**config.mk**
```make
export PLATFORM = sky130hd
export DESIGN_NAME = modulated_baud_gen
export DESIGN_NICKNAME = d
export VERILOG_FILES = /design/src/rtl/baudgen_pkg.sv /design/src/rtl/baudgen_datapath.sv /design/src/rtl/baudgen_control.sv /design/src/rtl/modulated_baud_gen.sv
export SDC_FILE = /design/constraint.sdc
export NUM_CORES = 1
export LEC_CHECK = 0
export ABC_AREA = 1
export BUFFER_PORTS_ARGS = -buffer_cell sky130_fd_sc_hd__clkbuf_2
export CORE_MARGIN = 8
export CORE_UTILIZATION = 55
export DETAILED_ROUTE_END_ITERATION = 8
export PLACE_DENSITY = 0.81
export REMOVE_ABC_BUFFERS = 1
export SYNTH_ARGS = -nofsm -noshare
export SYNTH_HDL_FRONTEND = slang
export SYNTH_SLANG_ARGS = --single-unit
export TNS_END_PERCENT = 10
```
**constraint.sdc**
```tcl
create_clock -name clk -period 9.16 [get_ports clk]
set_input_delay 0.916 -clock clk [delete_from_list [all_inputs] [get_ports clk]]
set_output_delay 0.916 -clock clk [all_outputs]
set_load 0.02 [all_outputs]
```
**src/rtl/baudgen_pkg.sv**
```systemverilog
package baudgen_pkg;

  // Strobes from the control module to the datapath.
  typedef struct packed {
    logic       clearCnt;     // restart the cycle counter next edge
    logic [1:0] extraCycles;  // modulation cycles added to the running period
  } ctrlStrobe_t;

  // Even spreading of `setting` marks over `slots` positions.
  function automatic logic spreadBit(input int setting, input int pos, input int slots);
    int upper;
    int lower;
    upper = ((pos + 1) * setting) / slots;
    lower = (pos * setting) / slots;
    return upper != lower;
  endfunction

endpackage

```
**src/rtl/baudgen_datapath.sv**
```systemverilog
module baudgen_datapath
  import baudgen_pkg::*;
#(
  parameter int PRESC_W  = 16,
  parameter int FIRST_W  = 4,
  parameter int SECOND_W = 3,
  parameter int LF_MIN   = 3
) (
  input  logic                clk,
  input  logic                rstN,
  input  logic                enable,
  input  logic [7:0]          prescLo,
  input  logic [PRESC_W-9:0]  prescHi,
  input  logic                overSample,
  input  logic [FIRST_W-1:0]  firstMod,
  input  logic [SECOND_W-1:0] secondMod,
  input  ctrlStrobe_t         strobe,
  output logic                cfgOs,
  output logic [FIRST_W-1:0]  cfgFirst,
  output logic [SECOND_W-1:0] cfgSecond,
  output logic                atEnd,
  output logic                atHalf
);

  localparam int CNT_W = PRESC_W + 2;

  logic [PRESC_W-1:0] cfgPresc;
  logic [CNT_W-1:0]   cycleCnt;
  logic [CNT_W-1:0]   basePeriod;
  logic [CNT_W-1:0]   periodLen;
  logic [CNT_W-1:0]   periodLast;
  logic [CNT_W-1:0]   halfLast;

  // Configuration copy, loaded only while the block is disabled.
  always_ff @(posedge clk) begin
    if (!rstN) begin
      cfgPresc  <= '0;
      cfgOs     <= 1'b0;
      cfgFirst  <= '0;
      cfgSecond <= '0;
    end else if (!enable) begin
      cfgPresc  <= {prescHi, prescLo};
      cfgOs     <= overSample;
      cfgFirst  <= firstMod;
      cfgSecond <= secondMod;
    end
  end

  // Effective base period for the selected path.
  always_comb begin
    if (cfgOs) begin
      basePeriod = (cfgPresc == '0) ? CNT_W'(1) : CNT_W'(cfgPresc);
    end else begin
      basePeriod = (cfgPresc < PRESC_W'(LF_MIN)) ? CNT_W'(LF_MIN) : CNT_W'(cfgPresc);
    end
    periodLen  = basePeriod + CNT_W'(strobe.extraCycles);
    periodLast = periodLen - CNT_W'(1);
    halfLast   = (periodLen >> 1) - CNT_W'(1);
  end

  always_ff @(posedge clk) begin
    if (!rstN) begin
      cycleCnt <= '0;
    end else if (strobe.clearCnt) begin
      cycleCnt <= '0;
    end else begin
      cycleCnt <= cycleCnt + CNT_W'(1);
    end
  end

  assign atEnd  = (cycleCnt == periodLast);
  assign atHalf = (cycleCnt == halfLast);

  // the counter never runs past the end of the current period
  assert_count_bounded_R4: assert property (@(posedge clk) disable iff (!rstN)
    enable |-> (cycleCnt <= periodLast));

  // the configuration copy does not move across an enabled edge
  assert_cfg_frozen_R11: assert property (@(posedge clk) disable iff (!rstN)
    enable |=> ($stable(cfgPresc) && $stable(cfgOs) && $stable(cfgFirst) && $stable(cfgSecond)));

endmodule

```
**src/rtl/baudgen_control.sv**
```systemverilog
module baudgen_control
  import baudgen_pkg::*;
#(
  parameter int SAMPLES   = 16,
  parameter int CHAR_BITS = 8,
  parameter int FIRST_W   = 4,
  parameter int SECOND_W  = 3
) (
  input  logic                clk,
  input  logic                rstN,
  input  logic                enable,
  input  logic                startPulse,
  input  logic                cfgOs,
  input  logic [FIRST_W-1:0]  cfgFirst,
  input  logic [SECOND_W-1:0] cfgSecond,
  input  logic                atEnd,
  input  logic                atHalf,
  output ctrlStrobe_t         strobe,
  output logic                bitTick,
  output logic                sampleTick,
  output logic                midTick
);

  localparam int SAMP_W     = $clog2(SAMPLES);
  localparam int BIT_W      = $clog2(CHAR_BITS);
  localparam int MID_SAMPLE = SAMPLES / 2 - 1;

  logic [SAMPLES-1:0]   firstPat;
  logic [CHAR_BITS-1:0] secondPat;
  logic [SAMP_W-1:0]    sampleIdx;
  logic [BIT_W-1:0]     bitIdx;
  logic                 lastSample;
  logic                 bitDone;

  // Modulation patterns built from the captured settings.
  for (genvar k = 0; k < SAMPLES; k++) begin : gFirstPat
    assign firstPat[k] = spreadBit(int'(cfgFirst), k, SAMPLES);
  end
  for (genvar b = 0; b < CHAR_BITS; b++) begin : gSecondPat
    assign secondPat[b] = spreadBit(int'(cfgSecond), b, CHAR_BITS);
  end

  assign lastSample = (sampleIdx == SAMP_W'(SAMPLES - 1));
  assign bitDone    = atEnd && (!cfgOs || lastSample);

  always_comb begin
    if (cfgOs) begin
      strobe.extraCycles = {1'b0, firstPat[sampleIdx]}
                         + {1'b0, lastSample & secondPat[bitIdx]};
    end else begin
      strobe.extraCycles = {1'b0, secondPat[bitIdx]};
    end
    strobe.clearCnt = !enable || startPulse || atEnd;
  end

  always_ff @(posedge clk) begin
    if (!rstN) begin
      sampleIdx <= '0;
      bitIdx    <= '0;
    end else if (!enable || startPulse) begin
      sampleIdx <= '0;
      bitIdx    <= '0;
    end else begin
      if (cfgOs && atEnd) begin
        sampleIdx <= lastSample ? '0 : sampleIdx + SAMP_W'(1);
      end
      if (bitDone) begin
        bitIdx <= (bitIdx == BIT_W'(CHAR_BITS - 1)) ? '0 : bitIdx + BIT_W'(1);
      end
    end
  end

  assign sampleTick = enable && cfgOs && atEnd;
  assign bitTick    = enable && bitDone;
  assign midTick    = enable && (cfgOs ? (atEnd && sampleIdx == SAMP_W'(MID_SAMPLE)) : atHalf);

  // nothing leaves the block while disabled
  assert_quiet_when_idle_R10: assert property (@(posedge clk) disable iff (!rstN)
    !enable |-> !(bitTick || sampleTick || midTick));

  // the direct path never emits sample ticks
  assert_no_sample_direct_R12: assert property (@(posedge clk) disable iff (!rstN)
    !cfgOs |-> !sampleTick);

  // in oversampling mode a bit ends only on a sample boundary
  assert_bit_on_sample_R7: assert property (@(posedge clk) disable iff (!rstN)
    (bitTick && cfgOs) |-> sampleTick);

  // a start pulse rewinds both indices
  assert_start_rewinds_R9: assert property (@(posedge clk) disable iff (!rstN)
    startPulse |=> (bitIdx == '0 && sampleIdx == '0));

  // the mid strobe never coincides with the end of a bit
  assert_mid_apart_R8: assert property (@(posedge clk) disable iff (!rstN)
    midTick |-> !bitTick);

endmodule

```
**src/rtl/modulated_baud_gen.sv**
```systemverilog
module modulated_baud_gen
  import baudgen_pkg::*;
(
  input  logic       clk,
  input  logic       rstN,
  input  logic       enable,
  input  logic       startPulse,
  input  logic [7:0] prescLo,
  input  logic [7:0] prescHi,
  input  logic       overSample,
  input  logic [3:0] firstMod,
  input  logic [2:0] secondMod,
  output logic       bitTick,
  output logic       sampleTick,
  output logic       midTick
);

  localparam int PRESC_W   = 16;
  localparam int FIRST_W   = 4;
  localparam int SECOND_W  = 3;
  localparam int SAMPLES   = 1 << FIRST_W;
  localparam int CHAR_BITS = 1 << SECOND_W;

  ctrlStrobe_t         strobe;
  logic                cfgOs;
  logic [FIRST_W-1:0]  cfgFirst;
  logic [SECOND_W-1:0] cfgSecond;
  logic                atEnd;
  logic                atHalf;

  baudgen_datapath #(
    .PRESC_W (PRESC_W),
    .FIRST_W (FIRST_W),
    .SECOND_W(SECOND_W),
    .LF_MIN  (3)
  ) uDatapath (
    .clk       (clk),
    .rstN      (rstN),
    .enable    (enable),
    .prescLo   (prescLo),
    .prescHi   (prescHi),
    .overSample(overSample),
    .firstMod  (firstMod),
    .secondMod (secondMod),
    .strobe    (strobe),
    .cfgOs     (cfgOs),
    .cfgFirst  (cfgFirst),
    .cfgSecond (cfgSecond),
    .atEnd     (atEnd),
    .atHalf    (atHalf)
  );

  baudgen_control #(
    .SAMPLES  (SAMPLES),
    .CHAR_BITS(CHAR_BITS),
    .FIRST_W  (FIRST_W),
    .SECOND_W (SECOND_W)
  ) uControl (
    .clk       (clk),
    .rstN      (rstN),
    .enable    (enable),
    .startPulse(startPulse),
    .cfgOs     (cfgOs),
    .cfgFirst  (cfgFirst),
    .cfgSecond (cfgSecond),
    .atEnd     (atEnd),
    .atHalf    (atHalf),
    .strobe    (strobe),
    .bitTick   (bitTick),
    .sampleTick(sampleTick),
    .midTick   (midTick)
  );

endmodule

```
== Yosys cells after proc, flatten, opt, wreduce, memory -nomap -nowiden ==
Index checks and enable logic that the tools add are counted.

* Register bits: 49
* Bits of input ports: 28

* Add/subtract/negate cells: 22
* Multipliers: 15
* Order comparisons: 3
* Equal/unequal tests: 25
* Muxes and demuxes: 11
* Bitwise operators: 17
* Reduce and logical (&&, ||, !) cells: 30

{| class="wikitable"
|+ Operators by type and width
! operator !! number
|-
| $add 32x1->32 || 15
|-
| $ne 32x32->1 || 10
|-
| $ne 3x32->1 || 2
|-
| $ne 32x2->1 || 2
|-
| $ne 32x3->1 || 2
|-
| $ne 4x32->1 || 2
|-
| $eq 18x18->1 || 2
|-
| $mul 4x4->8 const A || 4
|-
| $mux 16 || 2
|-
| $ne 32x4->1 || 1
|-
| $ne 5x32->1 || 1
|-
| $mul 3x4->7 const A || 4
|-
| $reduce_or 4->1 || 7
|-
| $add 18x1->18 const B || 1
|-
| $add 18x2->18 || 1
|-
| $mul 2x4->6 const A || 3
|-
| $mux 18 || 1
|-
| $reduce_or 3->1 || 6
|-
| $sub 17x1->18 const B || 1
|-
| $sub 18x1->18 const B || 1
|-
| $logic_not 16->1 || 1
|-
| $lt 16x2->1 const B || 1
|-
| $and 1x1->1 const A || 15
|-
| $mul 3x3->6 const A || 2
|-
| other kinds (21) || 36
|}

== Longest topological paths before layout ==
* Word-level depth: 16
* Gate-level depth with buffers: 42
* Depth with buffers taken out: 42

== Modules after synthesis ==
A second synthesis with hierarchy kept.

* Cell total of the unflattened synthesis: 1,078
* Area total of the unflattened synthesis: 6,401.1 µm²

{| class="wikitable"
|+ By module, submodules not included
! module !! times used !! cells an instance !! area each (µm²)
|-
| baudgen_datapath || 1 || 613 || 3,579.7
|-
| baudgen_control || 1 || 465 || 2,821.5
|}

== Least setup slack after synthesis ==
Ideal clock, no wire load.

* Path type: flip-flop to output port
* From: register uDatapath.cfgFirst[2]
* To: output port sampleTick
* Data arrival time: 6.585 ns
* Required time: 8.244 ns
* Slack: 1.659 ns
* Cell stages (with the launch flop): 37
* Path buffers: 0
* Path through: dfxtp_1 > clkinv_1 > ha_1 > fa_1 > inv_1 > ha_1 > nand3_1 > nand2_1 > a21oi_1 > xor2_1 > o211ai_1 > o21ai_0 > o2111ai_1 > nand3_1 > nand3_1 > nand3_1 > nand2_1 > ha_1 > nand2_1 > o21ai_0 > ha_1 > fa_1 > nand2_1 > nand2_1 > ha_1 > nand2_1 > xor2_1 > nor2_1 > nor2_1 > nand2_1 > nor2_1 > nand2_1 > nor2_1 > nand3_1 > nor2_2 > nand3_4 > nor3_1

* Word-level cells in the longest chain between the ends: 13
* Elaborated cells between the ends (all ways): 64

{| class="wikitable"
|+ Ends and longest elaborated chain
! element !! RTL line !! RTL
|-
| start: declaration || baudgen_datapath.sv:19 || <nowiki>output logic [FIRST_W-1:0] cfgFirst,</nowiki>
|-
| start signal: assignment || baudgen_datapath.sv:44 || <nowiki>cfgFirst <= firstMod;</nowiki>
|-
| $mul 2x4->6, or another cell as far along || baudgen_pkg.sv:13, baudgen_pkg.sv:14 ||
|-
| $reduce_or 4->1 (no source line) or $reduce_or 3->1 (tied branches) || n/a ||
|-
| $and 1x1->1 (no source line) || n/a ||
|-
| $add 32x1->32 (no source line) || n/a ||
|-
| $ne 32x2->1, or another cell as far along || baudgen_pkg.sv:15 || <nowiki>return upper != lower;</nowiki>
|-
| $bmux 1 s4 * || baudgen_control.sv:48 || <nowiki>strobe.extraCycles = {1'b0, firstPat[sampleIdx]}</nowiki>
|-
| $mux 1 (not written as such) * || baudgen_control.sv:48 ||
|-
| $add 1x1->2 * || baudgen_control.sv:49 || <nowiki>+ {1'b0, lastSample & secondPat[bitIdx]};</nowiki>
|-
| $mux 2 * || baudgen_control.sv:47 || <nowiki>if (cfgOs) begin</nowiki>
|-
| $add 18x2->18 * || baudgen_datapath.sv:56 || <nowiki>periodLen = basePeriod + CNT_W'(strobe.extraCycles);</nowiki>
|-
| $sub 18x1->18 * || baudgen_datapath.sv:57 || <nowiki>periodLast = periodLen - CNT_W'(1);</nowiki>
|-
| $eq 18x18->1 * || baudgen_datapath.sv:71 || <nowiki>assign atEnd = (cycleCnt == periodLast);</nowiki>
|-
| $logic_and 1x1->1 * || baudgen_control.sv:73 || <nowiki>assign sampleTick = enable && cfgOs && atEnd;</nowiki>
|-
| end: declaration || modulated_baud_gen.sv:14 || <nowiki>output logic sampleTick,</nowiki>
|}

Mark *: on every way between the ends. The rest lies on a longest branch, timed or not. The select of a mux whose other input is x is not followed.

== Worst setup path in the final report ==
* From: register uDatapath.cfgFirst[2]
* To: output port midTick

* Word-level cells in the longest chain between the ends: 15
* Elaborated cells between the ends (all ways): 68

{| class="wikitable"
|+ Ends and longest elaborated chain
! element !! RTL line !! RTL
|-
| $mul 2x4->6, or another cell as far along || baudgen_pkg.sv:13, baudgen_pkg.sv:14 ||
|-
| $reduce_or 4->1 (no source line) or $reduce_or 3->1 (tied branches) || n/a ||
|-
| $and 1x1->1 (no source line) || n/a ||
|-
| $add 32x1->32 (no source line) || n/a ||
|-
| $ne 32x2->1, or another cell as far along || baudgen_pkg.sv:15 ||
|-
| $bmux 1 s4 * || baudgen_control.sv:48 ||
|-
| $mux 1 (not written as such) * || baudgen_control.sv:48 ||
|-
| $add 1x1->2 * || baudgen_control.sv:49 ||
|-
| $mux 2 * || baudgen_control.sv:47 ||
|-
| $add 18x2->18 * || baudgen_datapath.sv:56 ||
|-
| $sub 18x1->18 || baudgen_datapath.sv:57 ||
|-
| $eq 18x18->1 || baudgen_datapath.sv:71 ||
|-
| $logic_and 1x1->1 || baudgen_control.sv:75 || <nowiki>assign midTick = enable && (cfgOs ? (atEnd && sampleIdx == SAMP_W'(MID_SAMPLE)) : atHalf);</nowiki>
|-
| $mux 1 * || baudgen_control.sv:75 ||
|-
| $logic_and 1x1->1 * || baudgen_control.sv:75 ||
|-
| end: declaration || modulated_baud_gen.sv:15 || <nowiki>output logic midTick</nowiki>
|}

Marked as above.

==> flow_summary.json <==
{
  "antenna_found_initial": 0,
  "cp-end-kind": "primary output",
  "cts-root-buf": "clkbuf_8",
  "preCtsSetupSlack_ns": 0.796,
  "core_um2": 10700,
  "drv_cap": 0,
  "irDropWorstVdd_uv": 85.3,
  "wl_per_cell_um": 13.5,
  "fin_ws_ns": 0.768,
  "ys_async_sr_fraction": 0,
  "clock-sinks": 49,
  "cts_resized": 0,
  "path_delay_family": "adder cells",
  "cts_tree": "built",
  "start_util": 0.561,
  "fillerInstances": 1039,
  "multi_input_area_um2": 4510,
  "tns_ns": 0,
  "synth.most_common_cell": "nand2_1",
  "grt_pass1_vias": 5442,
  "p_leak_nw": 3.03,
  "clk_latency_ns": 0.32,
  "ys_types": 48,
  "gr-usage-all-layers": 0.202,
  "synthTopCellsByArea": "dfxtp_1 16%, nand2_1 13%, ha_1 9.3%, xor2_1 7.7%, inv_1 7.3%",
  "yosysTopAreaCell": "dfxtp_1",
  "hp-class": "reg -> reg",
  "timing_worst_setup_path_type": "reg -> out",
  "timing_hold_violations_final": 0,
  "max_clock_freq_mhz": 119,
  "grt_max_degree": 49,
  "synth_area_per_cell_um2": 6.49,
  "cts_buffer_depth": 2,
  "yosys_warnings": 0,
  "num_vias": 6058,
  "setup_violations": 0,
  "chipHeight_um": 121,
  "cp_common_cell": "nand2_1",
  "skew_ns": 0.00886,
  "max_stage_delay_ns": 0.61,
  "place_inst": 1090,
  "slew_violations": 0,
  "rsz0062_at_grt": "false",
  "cp_slowest_cell": "dfxtp_2",
  "drive_gt1_frac": 0.105,
  "drt_iter0_markers": 466,
  "drtAntennaViolNets": 0,
  "dr.pass1.iters": 6,
  "start_kind": "register",
  "die-width_um": 121,
  "worst_pin_slew_ns": 0.744,
  "cts_hold_buf": 0,
  "cts_setup_buffers": 0,
  "synth_top_area_frac": 0.163,
  "synth_edf_count": 0,
  "port_buffers": 30,
  "numCtsBuffers": 5,
  "cts_max_level": 2,
  "synth-seq-area-share": 0.163,
  "r2r-start": "uDatapath.cfgFirst[2]$_SDFFE_PN0N_",
  "cp-startpoint": "uDatapath.cfgFirst[2]$_SDFFE_PN0N_",
  "hpwl_um": 12000,
  "ios": 31,
  "rows": 38,
  "die_area_um2": 14600,
  "syn_area_um2": 6030,
  "wl_um": 14800,
  "area_delta_synth_final_pct": 6.52,
  "status": "finished clean",
  "routabilityCongestion": 0.936,
  "cts.reportedPaths.clkPinSlew_ns": 0.10,
  "fin_crit_ns": 8.39,
  "p_total_mw": 0.639,
  "grt_first_pass_wirelength_um": 24700,
  "grt_overflow_total": 0,
  "synth-seq-cells": 49,
  "slew_headroom": 0.504,
  "n_antenna_cell": 0,
  "powerDensity_nw_per_um2": 99.6,
  "drc_errors": 0,
  "seqCellArea_um2": 982,
  "crit_arrival_ns": 7.48,
  "min_from": "uDatapath.cfgPresc[1]$_SDFFE_PN0N_",
  "postLayoutCoreUtil": 0.598,
  "synth-main-ff-cell": "dfxtp_1",
  "synth_common_cells": "204 x nand2_1, 117 x inv_1, 85 x nor2_1, 80 x nand3_1, 62 x a21oi_1",
  "netlist_instances": 929,
  "cp.required_ns": 8.24,
  "cp_max_fo": 15,
  "cp.buffers_inverters": 3,
  "finalNonFillerCells": 1098,
  "fin_crit_sh": 0.916,
  "nets": 1046,
  "vias_per_cell": 5.52
}
## cell usage in the layout, fill, tap and decap left out, drive strengths merged
master   instances
nand2          220
inv            122
nor2           105
nand3           88
a21oi           63
o21ai           56
xor2            53
dfxtp           49
ha              45
clkbuf          36
nand4           19
xnor2           16
fa              16
nor3            12
o211ai           9
nor3b            7
or2              6
clkinv           5
o2111ai          4
buf              4
nor4             3
nand3b           3
o21bai           2
a21o             2
a211oi           2
o311ai           2
a41oi            1
a22oi            1
a221oi           1
o41ai            1
a2111oi          1
a32oi            1
a31oi            1
xnor3            1
o31ai            1
## tightest hold or removal path: stages, from the launching register on
cell,delay (ns)
dfxtp_1,0.31
inv_1,0.09
a21oi_1,0.07
## power breakdown
part           switching (mW)  leakage, nW  internal, mW
logic                   0.162         2.58        0.0971
clock network          0.0821       0.0518        0.0629
registers              0.0142        0.401         0.221
total                   0.259         3.03         0.381
## kinds of logic after synthesis
group	share of synthesized area
buffers and inverters	0.0886
AND/OR/NAND/NOR	0.360
XOR/XNOR	0.104
adder cells (fa/ha/maj)	0.147
AO/OA/AOI/OAI	0.138
flip-flops	0.163
## flip-flops by register name, summed over array words and instances (netlist names)
signal and count:
uDatapath.cfgFirst 4, uControl.sampleIdx 4, uDatapath.cfgSecond 3, uDatapath.cfgPresc 16, uDatapath.cycleCnt 18, uDatapath.cfgOs 1
uControl.bitIdx 3
## metal layers
metal | part of all wire | global-route usage | routed length, µm
met1 | 0.46 | 0.263 | 6740
met2 | 0.47 | 0.340 | 6910
met3 | 0.060 | 0.0242 | 889
met4 | 0.017 | 0.0656 | 250
met5 | 0 | 0 | 0
## stage by stage
stage               hold WS (ns)  instance area (µm²)
finish                     0.516                 6420
global route               0.532                 6420
CTS                        0.513                 6420
detailed placement         0.496                 6320
global placement           0.491                 6320
floorplan                  0.460                 5960
## cell type report
type | count | share of cell area
Timing Repair Buffer | 34 | 0.0281
Multi-Input combinational cell | 742 | 0.703
Clock inverter | 2 | 0.00273
Tap cell | 140 | 0.0273
Sequential cell | 49 | 0.153
Clock buffer | 6 | 0.0129
Inverter | 125 | 0.0733
## worst paths after layout
kind                                                           end  slack, ns  cells past startpoint
worst max-delay path                                       midTick       0.77                     39
worst min-delay path            uDatapath.cfgPresc[1]$_SDFFE_PN0N_       0.52                      2
worst max register to register     uControl.bitIdx[1]$_SDFFE_PP0P_       2.05                     37
worst min register to register  uDatapath.cfgPresc[1]$_SDFFE_PN0N_       0.52                      2
Note: power is estimated with default switching activity, not from simulation.
